===== src/rtl/uart_txq_pkg.sv =====
package uart_txq_pkg;
   // Compare rule used by the running-low interrupt
   typedef enum logic {
      LOW_STRICT    = 1'b0,
      LOW_INCLUSIVE = 1'b1
   } low_rule_e;

   function automatic int cnt_width(input int depth);
      return $clog2(depth + 1);
   endfunction
endpackage


===== src/rtl/txq_store.sv =====
module txq_store #(
   parameter int DATA_W = 8,
   parameter int DEPTH  = 16,
   localparam int PTR_W = $clog2(DEPTH),
   localparam int CNT_W = uart_txq_pkg::cnt_width(DEPTH)
) (
   input  logic              clk,
   input  logic              rst_n,
   input  logic              push,
   input  logic              pop,
   input  logic              flush,
   input  logic [DATA_W-1:0] wdata,
   output logic [DATA_W-1:0] rdata,
   output logic [CNT_W-1:0]  count
);
   logic [DATA_W-1:0] mem [DEPTH];
   logic [PTR_W-1:0]  wr_ptr;
   logic [PTR_W-1:0]  rd_ptr;

   always_ff @(posedge clk) begin
      if (push) mem[wr_ptr] <= wdata;
   end

   always_ff @(posedge clk or negedge rst_n) begin
      if (!rst_n) begin
         wr_ptr <= '0;
         rd_ptr <= '0;
         count  <= '0;
      end else if (flush) begin
         wr_ptr <= '0;
         rd_ptr <= '0;
         count  <= '0;
      end else begin
         if (push) wr_ptr <= wr_ptr + 1'b1;
         if (pop)  rd_ptr <= rd_ptr + 1'b1;
         case ({push, pop})
            2'b10:   count <= count + 1'b1;
            2'b01:   count <= count - 1'b1;
            default: count <= count;
         endcase
      end
   end

   assign rdata = mem[rd_ptr];
endmodule


===== src/rtl/txq_irq.sv =====
module txq_irq #(
   parameter int DEPTH = 16,
   parameter uart_txq_pkg::low_rule_e LOW_RULE = uart_txq_pkg::LOW_STRICT,
   localparam int CNT_W = uart_txq_pkg::cnt_width(DEPTH)
) (
   input  logic [CNT_W-1:0] count,
   input  logic [CNT_W-1:0] thresh,
   input  logic             ser_idle,
   input  logic             mask_empty,
   input  logic             mask_low,
   output logic             tx_empty,
   output logic             irq_empty,
   output logic             irq_low,
   output logic             irq
);
   logic below;

   generate
      if (LOW_RULE == uart_txq_pkg::LOW_INCLUSIVE) begin : g_incl
         assign below = (count <= thresh);
      end else begin : g_strict
         assign below = (count < thresh);
      end
   endgenerate

   assign tx_empty  = (count == '0) && ser_idle;
   assign irq_empty = tx_empty && mask_empty;
   assign irq_low   = below && mask_low;
   assign irq       = irq_empty || irq_low;
endmodule


===== src/rtl/uart_txq.sv =====
module uart_txq #(
   parameter int DATA_W = 8,
   parameter int DEPTH  = 16,
   parameter uart_txq_pkg::low_rule_e LOW_RULE = uart_txq_pkg::LOW_STRICT,
   localparam int CNT_W = uart_txq_pkg::cnt_width(DEPTH)
) (
   input  logic              clk,
   input  logic              rst_n,
   input  logic              wr_en,
   input  logic [DATA_W-1:0] wr_data,
   input  logic              flush,
   input  logic              tx_enable,
   input  logic              brk_req,
   input  logic [CNT_W-1:0]  thresh,
   input  logic              mask_empty,
   input  logic              mask_low,
   input  logic              ser_idle,
   input  logic              out_ready,
   output logic              out_valid,
   output logic [DATA_W-1:0] out_data,
   output logic              line_break,
   output logic [CNT_W-1:0]  fill,
   output logic              tx_empty,
   output logic              drop_flag,
   output logic              irq_empty,
   output logic              irq_low,
   output logic              irq
);
   // Elaboration-time parameter checks
   generate
      if (DEPTH < 2 || (DEPTH & (DEPTH - 1)) != 0) begin : g_bad_depth
         initial $fatal(1, "uart_txq: DEPTH must be a power of two >= 2");
      end
      if (DATA_W < 1) begin : g_bad_width
         initial $fatal(1, "uart_txq: DATA_W must be positive");
      end
   endgenerate

   logic full;
   logic push;
   logic pop;
   logic brk_q;
   logic drop_q;

   assign full      = (fill == CNT_W'(DEPTH));
   assign push      = wr_en && !full && !flush;
   assign out_valid = (fill != '0) && tx_enable && !brk_req;
   assign pop       = out_valid && out_ready && !flush;

   txq_store #(.DATA_W(DATA_W), .DEPTH(DEPTH)) i_store (
      .clk   (clk),
      .rst_n (rst_n),
      .push  (push),
      .pop   (pop),
      .flush (flush),
      .wdata (wr_data),
      .rdata (out_data),
      .count (fill)
   );

   txq_irq #(.DEPTH(DEPTH), .LOW_RULE(LOW_RULE)) i_irq (
      .count      (fill),
      .thresh     (thresh),
      .ser_idle   (ser_idle),
      .mask_empty (mask_empty),
      .mask_low   (mask_low),
      .tx_empty   (tx_empty),
      .irq_empty  (irq_empty),
      .irq_low    (irq_low),
      .irq        (irq)
   );

   always_ff @(posedge clk or negedge rst_n) begin
      if (!rst_n) begin
         brk_q  <= 1'b0;
         drop_q <= 1'b0;
      end else begin
         brk_q <= brk_req;
         if (flush)             drop_q <= 1'b0;
         else if (wr_en && full) drop_q <= 1'b1;
      end
   end

   assign line_break = brk_q;
   assign drop_flag  = drop_q;
endmodule


===== config.mk =====
export PLATFORM = sky130hd
export DESIGN_NAME = uart_txq
export DESIGN_NICKNAME = d
export VERILOG_FILES = /design/src/rtl/uart_txq_pkg.sv /design/src/rtl/txq_store.sv /design/src/rtl/txq_irq.sv /design/src/rtl/uart_txq.sv
export SDC_FILE = /design/constraint.sdc
export NUM_CORES = 1
export LEC_CHECK = 0
export BUFFER_PORTS_ARGS = -buffer_cell sky130_fd_sc_hd__buf_2
export CORE_MARGIN = 1.5
export CORE_UTILIZATION = 30
export DETAILED_ROUTE_END_ITERATION = 10
export PLACE_DENSITY = 0.52
export SYNTH_ARGS = -nofsm -noshare
export SYNTH_HDL_FRONTEND = slang
export SYNTH_SLANG_ARGS = --single-unit

===== constraint.sdc =====
create_clock -name clk -period 7.2 [get_ports clk]
set_clock_uncertainty 0.05 [all_clocks]
set_input_delay 0.36 -clock clk [delete_from_list [all_inputs] [get_ports clk]]
set_output_delay 0.36 -clock clk [all_outputs]
set_load 0.01 [all_outputs]

==> Word level (Yosys, flattened, before mapping) <==
Memories as Yosys holds them, arrays and structs flattened.
Cells that the tools add are included.
{ "op_classes": {"n_addsub": 4, "multipliers": 0, "div": 0, "magnitude_cmp": 1, "eq_ne": 3, "n_shift": 0, "mux": 10, "n_bitwise": 0, "reduce_logical": 20} }
{ "ops": {"columns": ["operator", "count"], "rows": [
  ["$mux W4", 4],
  ["$logic_and A1 B1 Y1", 10],
  ["$pmux W5 S2", 1],
  ["$add A4 B1 Y4 const B", 2],
  ["$reduce_bool A2 Y1", 3],
  ["$add A5 B1 Y5 const B", 1],
  ["$eq A5 B5 Y1 const B", 1],
  ["$logic_not A5 Y1", 1],
  ["$lt A5 B5 Y1", 1],
  ["$mux W5", 1],
  ["$reduce_bool A5 Y1", 1],
  ["$sub A5 B1 Y5 const B", 1],
  ["$mux W1", 4],
  ["$logic_not A1 Y1", 3],
  ["$reduce_bool A3 Y1", 1],
  ["$eq A2 B1 Y1 const B", 1],
  ["$eq A2 B2 Y1 const B", 1],
  ["$logic_or A1 B1 Y1", 1]
]} }
{ "word_totals": {"regBits": 15, "latch_bits": 0, "mem_bits_rw": 128, "romBits": 0, "inputBits": 23, "elab_cells": 44, "n_memories": 1} }
{ "mem_list": {"columns": ["memory", "depth", "width", "read_ports", "rd_clocked_by_memory_dff", "write_ports", "line_no", "rtl"], "rows": [
  ["i_store.mem", 16, 8, 1, 0, 1, "txq_store.sv:16", "logic [DATA_W-1:0] mem [DEPTH];"]
]} }

==> Logic depth before layout (Yosys ltp) <==
Gate-level depths: netlist (run 1).
{ "depth": {"depth_word": 8, "depth_mapped": 10, "depth_no_buf": 10} }

==> By module <==
A second synthesis (run 1) with hierarchy kept.
{ "unflattened": {"hier_cells": 336, "hier_area_um2": 6087.1} }
{ "modules_own_cells": {"columns": ["mod", "instances", "cells_each", "area_each_um2", "seq_area_each_um2"], "rows": [
  ["txq_store", 1, 303, 5811.8, 4169.0],
  ["txq_irq", 1, 20, 143.9, 0.0],
  ["uart_txq", 1, 13, 131.4, 50.0]
]} }

==> Worst setup path after synthesis (run 1) <==
No wires, ideal clock.
{ "synth_path": {"path_type": "reg-to-reg", "start": "register i_store.count[1]", "end": "register i_store.count[4]", "setup_time_ns": 0.120, "arrival_time_ns": 2.870, "slack_ns": 4.160, "path_stages_with_launch": 9, "period_less_slack_ns": 3.040, "cell_sequence": "dfrtp_1 > nor4_4 > a21oi_2 > or4_4 > fa_1 > or2b_2 > a21oi_1 > o221ai_1 > and3b_1"} }
{ "synth_via": {"elab_chain_cells": 8, "elab_cells_between_ends": 16, "classes_between": "add/sub: 2; eq/ne: 3; mux: 2; reduce/logical: 9"} }
{ "synth_lines": {"columns": ["element", "line_no", "rtl"], "rows": [
  ["from (decl)", "txq_store.sv:14", "output logic [CNT_W-1:0] count"],
  ["from (signal assigned)", "txq_store.sv:37", "2'b10: count <= count + 1'b1;"],
  ["from (signal assigned)", "txq_store.sv:38", "2'b01: count <= count - 1'b1;"],
  ["from (signal assigned)", "txq_store.sv:39", "default: count <= count;"],
  ["$reduce_bool A5 Y1", "uart_txq.sv:47", "assign out_valid = (fill != '0) && tx_enable && !brk_req;"],
  ["$logic_and A1 B1 Y1 (2 in series)", "uart_txq.sv:47", null],
  ["$logic_and A1 B1 Y1 (2 in series)", "uart_txq.sv:48", "assign pop = out_valid && out_ready && !flush;"],
  ["$eq A2 B1 Y1 or $eq A2 B2 Y1 (tied branches)", "txq_store.sv:36", "case ({push, pop})"],
  ["$pmux W5 S2", "txq_store.sv:36", null],
  ["$mux W5", "txq_store.sv:29", "end else if (flush) begin"]
]} }
Parallel ways exist; a longest one is shown, timed or not.
A chain may end at the register's enable or synchronous reset.

==> Final worst setup path (run 1) <==
Ends and elaborated chain as after synthesis.

==> results of run 1 <==
==> synthesized netlist by cell type, drive strengths merged (9+ instances only) <==
cell type	count
nand2	16
mux2i	26
o21ai	17
nor2	34
ha	12
inv	11
a21oi	16
dfrtp	15
edfxtp	128
buf	9
mux4	16
==> power by group through the flow <==
stage,sequential [mW],combinational (mW),clock [mW]
2_1_floorplan,0.939,0.0715,0
3_3_place_gp,0.938,0.114,0
3_5_place_dp,0.939,0.116,0
4_1_cts,0.922,0.117,0.924
5_1_grt,0.923,0.128,0.957
6_report,0.922,0.115,0.909
==> repair_timing <==
action,in CTS,in global routing
endpoints found under the setup margin,0,0
endpoints found under the hold margin,15,0
hold buffers,1,0
==> area by class of cell <==
type,count,area (um2),area share
Clock buffer,17,425.4,0.05921
Tap cell,265,331.6,0.04615
Timing Repair Buffer,46,242.7,0.03379
Multi-Input combinational cell,204,1738,0.2419
Clock inverter,13,185.2,0.02578
Sequential cell,143,4220,0.5874
Inverter,11,41.29,0.005747
==> registers in the layout (all words and copies together) (netlist names) <==
name            cells
i_store.mem       128
i_store.count       5
i_store.rd_ptr      4
i_store.wr_ptr      4
drop_flag           1
line_break          1
==> placed cells by master (no fill, tap or decap), types with 5 or more instances in the layout <==
cell type  netlist  layout
edfxtp_1       128     128
nor2_1          34      34
xnor2_1          5       5
ha_1            12      12
a21oi_1         15      15
mux2i_1         26      26
mux4_2          16      16
buf_2            7      42
dfrtp_1         15      14
inv_1           11      11
nand2_1         16      16
clkbuf_16        0      17
a22oi_1          8       8
a221oi_1         8       8
o21ai_0         17      17
mux2_2           8       8
==> layer usage <==
layer | GRT usage | vias up | part of all wire
met4 | 0.04745 | 0 | 0.014
met5 | 0 | - | 0
met2 | 0.1957 | 42 | 0.48
li1 | - | 1546 | -
met3 | 0.02642 | 11 | 0.022
met1 | 0.1665 | 1689 | 0.48
==> kinds of logic after synthesis <==
kind of cell,Yosys count
AOI/OAI and AO/OA,60
xor gates and xnor gates,9
adders and majority gates,13
buffers and inverters,27
DFF,143
muxes,50
and+or+nand+nor,72
==> how the worst max path moves through the flow <==
| stage | start | to | slack [ns] | cells after the start |
|---|---|---|---|---|
| 2_1_floorplan | i_store.count[1] | i_store.count[4] | 4.16 | 8 |
| 3_3_place_gp | i_store.count[1] | i_store.count[4] | 4.04 | 8 |
| 3_5_place_dp | i_store.count[1] | i_store.count[4] | 3.88 | 8 |
| 4_1_cts | i_store.count[1] | i_store.count[4] | 3.88 | 8 |
| 5_1_grt | i_store.count[1] | i_store.count[4] | 3.70 | 8 |
| 6_report | i_store.count[1] | i_store.count[4] | 3.88 | 8 |
==> stage by stage <==
stage | instance area, um2 | setup WS [ns]
6_report | 7184 | 3.876
3_5_place_dp | 6564 | 3.885
2_1_floorplan | 6071 | 4.160
4_1_cts | 7184 | 3.882
3_3_place_gp | 6564 | 4.041
5_1_grt | 7184 | 3.702
==> impl_metrics.yaml, run 1 <==
die:
  coreArea_um2: 19650
  dieHeight_um: 145.3
  die_w_um: 145.3
  io_pins: 43
  initial_core_util: 0.3089
  rows: 51
  dieArea_um2: 21100
synth:
  synth-seq-cells: 143
  synth_xor_area_frac: 0.01298
  synth-compound-area-share: 0.06822
  synth_area_um2: 6071
  synth_adder_area_share: 0.02803
  async_reset_ff_frac: 0.1049
  synth_nets: 410
  ys_types: 48
  yosys_most_used_dff: "edfxtp_1"
  synth.area.mux_share: 0.1171
  synth.avg_cell_area_um2: 16.23
  synthSimpleGateAreaFrac: 0.05998
  synth_cells: 374
  yosysTopAreaCell: "edfxtp_1"
  ys_top_cells_by_area: "edfxtp_1, dfrtp_1, mux4_2"
  synth_top_area_frac: 0.6331
  synth_edf_count: 128
  ys_warn_count: 0
  synth_top_family_by_area: "multiplexers"
  yosysSeqAreaShare: 0.6950
worst_setup_path:
  critPathMaxStageDelay_ns: 0.56
  r2r-start: "i_store.count[1]"
  slowest_stage: "or4_4"
  cp.buffers_inverters: 0
  r2r_slack_ns: 3.88
  critPathTopFamily: "simple AND/OR/NAND/NOR gates"
  worstSetupPathType: "register to register"
  crit_required_ns: 7.45
  reg2reg_to: "i_store.count[4]"
  r2r_cells: 8
  end_kind: "register"
  worstPathMaxFanout: 9
  startpoint_type: "register"
  worstPathCellList: "nor4_4 > a21oi_2 > or4_4 > fa_1 > or2b_2 > a21oi_1 > o221ai_1 > and3b_1"
  cp.arrival_ns: 3.58
place:
  dp_hpwl_um: 8176
  dp.cells: 668
  routabilityCongestion: 0.8212
  io_buffer_count: 42
clock_network:
  cts_sinks: 143
  cts_resized: 0
  cts_buffer_depth: 2
  cts-root-buf: "clkbuf_16"
  numCtsBuffers: 17
  h-tree-depth: 4
  post_cts_buffers: 0
  worstSkewPairLatency_ns: 0.41
  clkSlewWorstSetupHoldPaths_ns: 0.06
  cts_tree: "built"
route:
  drt_iter0_markers: 298
  via_per_inst: 4.704
  drtPass1Iterations: 4
  final_antenna_net_count: 0
  wirelength_um: 12430
  drcViolationCount: 0
  wl_per_cell_um: 17.79
  vias: 3288
layout:
  fillers: 1897
  nets: 459
  fin_cells: 699
  fin_util: 0.3655
  final_layout_size_suffix_gt1_frac: 0.2512
  insertedDiodeCount: 0
  area.growth.synth_to_final_pct: 18.34
power:
  seqPwrFrac: 0.474
  p_comb_frac: 0.059
  power_density_nw_per_um2: 270.9
  p_sw_frac: 0.2089
  peakVddDrop_mv: 0.1716
  pwr-share-clk: 0.467
  p_leak_nw: 2.450
  p_int_mw: 1.540
  power.switching_uw: 406.6
  p_total_mw: 1.946
sta:
  final_max_slew_viol_count: 0
  period_share: 0.4617
  setup_violations: 0
  fin_crit_ns: 3.324
  worstMarginPinSlew_ns: 1.000
  hold_viol: 0
  max-slew-margin-rel: 0.3308
  rsz0062_at_grt: "no"
  holdWs_ns: 0.03938
  tns_ns: 0
  fmax_ghz: 0.3008
status:
  status: "finished clean"
min_path:
  hold_depth: 1
  worstHoldEndpoint: "line_break"
  min_from: "brk_req"
  holdCritPathClass: "input port to register"
global_routing:
  antenna_found_initial: 0
  grt_max_degree: 52
  grt_pass1_wl_um: 19740
  grt_pass1_vias: 3422
  grtUsageTotal: 0.1238
  grt.overflow.total: 0
job:
  cap_violations: 0
No activity file was read; power rests on OpenSTA's default activity.
==> inputs of run 2 (changes only) <==
Clock period 7.2 ns to 3.1 ns, I/O delays scaled along.
==> run 2 against run 1 <==
Against the previous run: utilization is 0.73 points higher; power is 130% higher; global-route usage increased by 0.24 points; routed wire length up 1.6%; cell area up 2.0%; critical endpoint unchanged; largest power group unchanged.
==> impl_metrics.yaml, run 2 (synthesized netlist as in run 1, its figures left out) <==
die:
  dieHeight_um: 145.3
  coreArea_um2: 19650
  rows: 51
  die_w_um: 145.3
  dieArea_um2: 21100
  initial_core_util: 0.3089
  io_pins: 43
sta:
  final_max_slew_viol_count: 0
  fmax_ghz: 0.3408
  worstMarginPinSlew_ns: 0.7217
  rsz0062_at_grt: "no"
  tns_ns: 0
  hold_viol: 0
  period_share: 0.9466
  finalWorstSetupSlack_ns: 0.1657
  fin_crit_ns: 2.934
  max-slew-margin-rel: 0.5171
  setup_violations: 0
layout:
  area.growth.synth_to_final_pct: 20.71
  insertedDiodeCount: 0
  mostFrequentLayoutCells: "edfxtp_1, buf_2, nor2_1"
  reg_top3: "i_store.mem (128), i_store.count (5)"
  nets: 479
  multiInputGateArea_um2: 1742
  seq_area_um2: 4220
  largest_register: "i_store.mem"
  fillers: 1901
  layout_commonest_cell: "edfxtp_1"
  final_layout_size_suffix_gt1_frac: 0.2857
  largest_register_ffs: 128
route:
  drt_iter0_markers: 229
  wl_per_cell_um: 17.55
  drtPass1Iterations: 4
  via_per_inst: 4.676
  final_antenna_net_count: 0
  wirelength_um: 12640
  drcViolationCount: 0
  vias: 3367
global_routing:
  top_usage_layer: "met2"
  grtUsageTotal: 0.1262
  use_met1: 0.1690
  met2_usage: 0.1976
  grt_max_degree: 52
  grt.overflow.total: 0
  grt_pass1_vias: 3398
  grt_pass1_wl_um: 19770
  grt_use_met3: 0.02547
  antenna_found_initial: 0
power:
  power_density_nw_per_um2: 605.6
  peakVddDrop_mv: 0.3949
  p_leak_nw: 2.534
worst_setup_path:
  critPathMaxStageDelay_ns: 0.54
  worstPathMaxFanout: 7
  r2r_slack_ns: 0.17
  worstPathCellList: "nor4_4 > a21oi_2 > or4_4 > fa_1 > or2b_2 > a21oi_2 > o221ai_1 > and3b_1"
  crit_required_ns: 3.36
  cp.buffers_inverters: 0
  worstSetupPathType: "register to register"
  startpoint_type: "register"
  cp.arrival_ns: 3.20
  slowest_stage: "or4_4"
  end_kind: "register"
  path_common_cell: "a21oi_2"
  critPathTopFamily: "simple AND/OR/NAND/NOR gates"
clock_network:
  cts_tree: "built"
  worstSkewPairLatency_ns: 0.42
  h-tree-depth: 4
  cts_buffer_depth: 2
  clkSlewWorstSetupHoldPaths_ns: 0.06
  cts_sinks: 143
  cts-root-buf: "clkbuf_16"
  numCtsBuffers: 17
min_path:
  holdCritPathClass: "input port to register"
job:
  cap_violations: 0
place:
  io_buffer_count: 42
  dp_hpwl_um: 8379
  post-place-ws_ns: 0.01595
  routabilityCongestion: 0.8004
status:
  status: "finished clean"
[run 2: changes by cell type in the layout (fill, tap and decap cells not counted), sizes merged, moves of 2 or more]
cell / change
clkinvlp: +3
clkinv: -2
bufinv: -2
buf: +19
[run 2: what timing repair did]
action	in CTS	in global routing
gates resized for setup	0	1
buffers inserted	0	0
hold endpoints to repair	16	0
endpoints found under the setup margin	0	1
hold buffers	2	0
[run 2: worst paths after layout]
path | endpoint | cells past startpoint | startpoint
worst min-delay path | drop_flag | 3 | wr_en
min in group asynchronous | i_store.count[1] | 2 | rst_n
worst min register to register | drop_flag | 2 | drop_flag
max in group asynchronous | i_store.rd_ptr[0] | 2 | rst_n
worst max register to register | i_store.count[4] | 8 | i_store.count[1]
worst max-delay path | i_store.count[4] | 8 | i_store.count[1]
[run 2: worst reg2reg max path, delay by kind of cell, from the launching register on]
kind,cells,cell delay (ns)
and+or+nand+nor,4,1.38
DFF,1,0.47
adders and majority gates,1,0.42
AOI/OAI and AO/OA,3,0.51
[run 2: layer usage]
layer,up-vias,part of all wire
met4,0,0.018
met2,63,0.48
li1,1591,-
met5,-,0
met1,1697,0.47
met3,16,0.035
[run 2: power breakdown]
group | leakage (nW) | internal (mW) | switching [mW]
registers | 1.35 | 2.12 | 0.0184
logic | 0.906 | 0.125 | 0.160
clock network | 0.273 | 1.20 | 0.813
total | 2.53 | 3.45 | 0.992
[run 2: final cells by class]
cell class              instances  area share
multi-input cells             204      0.2377
flip-flops and latches        143      0.5759
clock buffers                  18     0.05856
repair buffers                 66     0.05566
clock inverters                13     0.02134
inverters                      11    0.005634
well taps                     265     0.04524
[run 2: stage by stage]
step	hold WS (ns)	std cells	util	power, mW	cell area (um2)
2_1_floorplan	-0.1906	374	-	2.347	6071
3_3_place_gp	0.04800	687	0.3419	2.463	6719
3_5_place_dp	0.05272	687	0.3419	2.469	6719
4_1_cts	0.05390	720	0.3727	4.484	7325
5_1_grt	0.07391	720	0.3729	4.583	7328
6_report	0.06580	720	0.3729	4.438	7328
==> inputs of run 3 (changes only) <==
Settings changed: CELL_PAD_IN_SITES_DETAIL_PLACEMENT set to 1, CELL_PAD_IN_SITES_GLOBAL_PLACEMENT set to 2, CORE_MARGIN 1.5 to 1, PLACE_DENSITY 0.52 to 0.64.
==> run 3 against run 2 <==
Against the previous run: sequential power about the same; maximum frequency up 0.11%; die area down 1.4%; non-clock buffer count down 2; first-iteration DRC count down 20%; largest cell class unchanged; worst setup slack better by 0.0031 ns.
==> impl_metrics.yaml, run 3 (synthesized netlist as in run 1, its figures left out) <==
layout:
  area.growth.synth_to_final_pct: 21.02
  reg_top3: "i_store.mem (128), i_store.count (5)"
  insertedDiodeCount: 0
  final_layout_size_suffix_gt1_frac: 0.2841
  largest_register_ffs: 128
  finalInstanceArea_um2: 7347
  mostFrequentLayoutCells: "edfxtp_1, buf_2, nor2_1"
  largest_register: "i_store.mem"
  fin_cells: 719
  layout_commonest_cell: "edfxtp_1"
  fillers: 2052
  nets: 477
sta:
  worstMarginPinSlew_ns: 0.9320
  fmax_ghz: 0.3412
  fin_crit_ns: 2.931
  period_share: 0.9455
  max-slew-margin-rel: 0.3764
  tns_ns: 0
  rsz0062_at_grt: "no"
  setup_violations: 0
  hold_viol: 0
  finalWorstSetupSlack_ns: 0.1688
  final_max_slew_viol_count: 0
die:
  dieHeight_um: 144.3
  io_pins: 43
  initial_core_util: 0.3089
  rows: 51
  coreArea_um2: 19650
  die_w_um: 144.3
  dieArea_um2: 20810
route:
  final_antenna_net_count: 0
  wl_per_cell_um: 19.45
  wl_met2_um: 7088
  drcViolationCount: 0
  met3_length_um: 263
  drtPass1Iterations: 4
  via_per_inst: 4.723
  wirelength_um: 13980
  top_signal_layer_used: "met4"
  met1_length_um: 6463
  drt_iter0_markers: 184
  vias: 3396
worst_setup_path:
  worstPathMaxFanout: 7
  startpoint_type: "register"
  worstPathCellList: "nor4_4 > a21oi_2 > or4_4 > fa_1 > or2b_2 > a21oi_4 > o221ai_1 > and3b_1"
  slowest_stage: "or4_4"
  end_kind: "register"
  crit_required_ns: 3.36
  worstSetupPathType: "register to register"
  cp.arrival_ns: 3.20
  critPathMaxStageDelay_ns: 0.53
  r2r_cells: 8
global_routing:
  grt_pass1_vias: 3635
  grt_pass1_wl_um: 21620
  antenna_found_initial: 0
  grt.overflow.total: 0
  grt_max_degree: 36
  grtUsageTotal: 0.1464
clock_network:
  cts_tree: "built"
  cts_sinks: 143
  cts-root-buf: "clkbuf_16"
  cts_buffer_depth: 2
  worstSkewPairLatency_ns: 0.42
  h-tree-depth: 4
  clkSlewWorstSetupHoldPaths_ns: 0.07
  numCtsBuffers: 17
place:
  routabilityCongestion: 0.6978
  dp.cells: 685
  placed_cell_area_um2: 6704
  io_buffer_count: 42
  dp_hpwl_um: 9446
  post-place-ws_ns: -0.03691
power:
  peakVddDrop_mv: 0.3626
  power_density_nw_per_um2: 620.2
  p_leak_nw: 2.547
min_path:
  hold_depth: 1
  holdCritPathClass: "input port to register"
status:
  status: "finished clean"
job:
  cap_violations: 0
-- run 3: cell types whose count changed in the layout (fill, tap and decap cells not counted), sizes merged --
cell,before,now
clkinvlp,4,1
buf,64,62
clkinv,2,5
bufinv,2,3
-- run 3: worst max-delay path, delay by kind of cell (launching register included) --
family	cells	cell delay [ns]
AOI/OAI and AO/OA	3	0.44
DFF	1	0.47
and+or+nand+nor	4	1.42
adders and majority gates	1	0.42
-- run 3: path summary, 6_finish.rpt --
check,slack (ns),endpoint,from
min in group asynchronous,0.13,i_store.count[1],rst_n
max,0.17,i_store.count[4],i_store.count[1]
max in group asynchronous,2.56,i_store.rd_ptr[0],rst_n
max reg2reg,0.17,i_store.count[4],i_store.count[1]
min reg2reg,0.47,drop_flag,drop_flag
min,0.08,i_store.mem[13][4],wr_data[4]
-- run 3: per-stage QoR --
step | total power, mW | util | hold slack [ns]
after floorplan | 2.347 | - | -0.1906
after global placement | 2.468 | 0.3411 | 0.04248
after detailed placement | 2.482 | 0.3411 | 0.04826
after CTS | 4.600 | 0.3734 | 0.06460
after global routing | 4.688 | 0.3738 | 0.08225
final | 4.556 | 0.3738 | 0.07713
-- run 3: timing repair --
action / 4_1_cts / 5_1_grt
hold endpoints to repair: 16 / 0
endpoints found under the setup margin: 1 / 1
resized for setup: 1 / 1
buffers inserted: 0 / 0
hold buffers: 2 / 0
-- run 3: power breakdown --
part / switching (mW) / internal, mW
combinational: 0.167 / 0.128
clock: 0.836 / 1.28
sequential: 0.0196 / 2.12
-- run 3: area by class of cell --
class | instances | area [um2] | share of cell area
clock inverter | 14 | 182.7 | 0.02486
clock buffer | 18 | 429.2 | 0.05841
sequential | 143 | 4220 | 0.5744
timing repair buffer | 64 | 392.9 | 0.05347
inverter | 11 | 41.29 | 0.005620
tap | 265 | 331.6 | 0.04513
multi-input combinational | 204 | 1749 | 0.2381
-- run 3: layer usage --
layer / global-route usage / vias to the layer above
met5: 0 / -
met4: 0.05319 / 0
met3: 0.02980 / 11
met2: 0.2451 / 28
met1: 0.1875 / 1773
li1: - / 1584
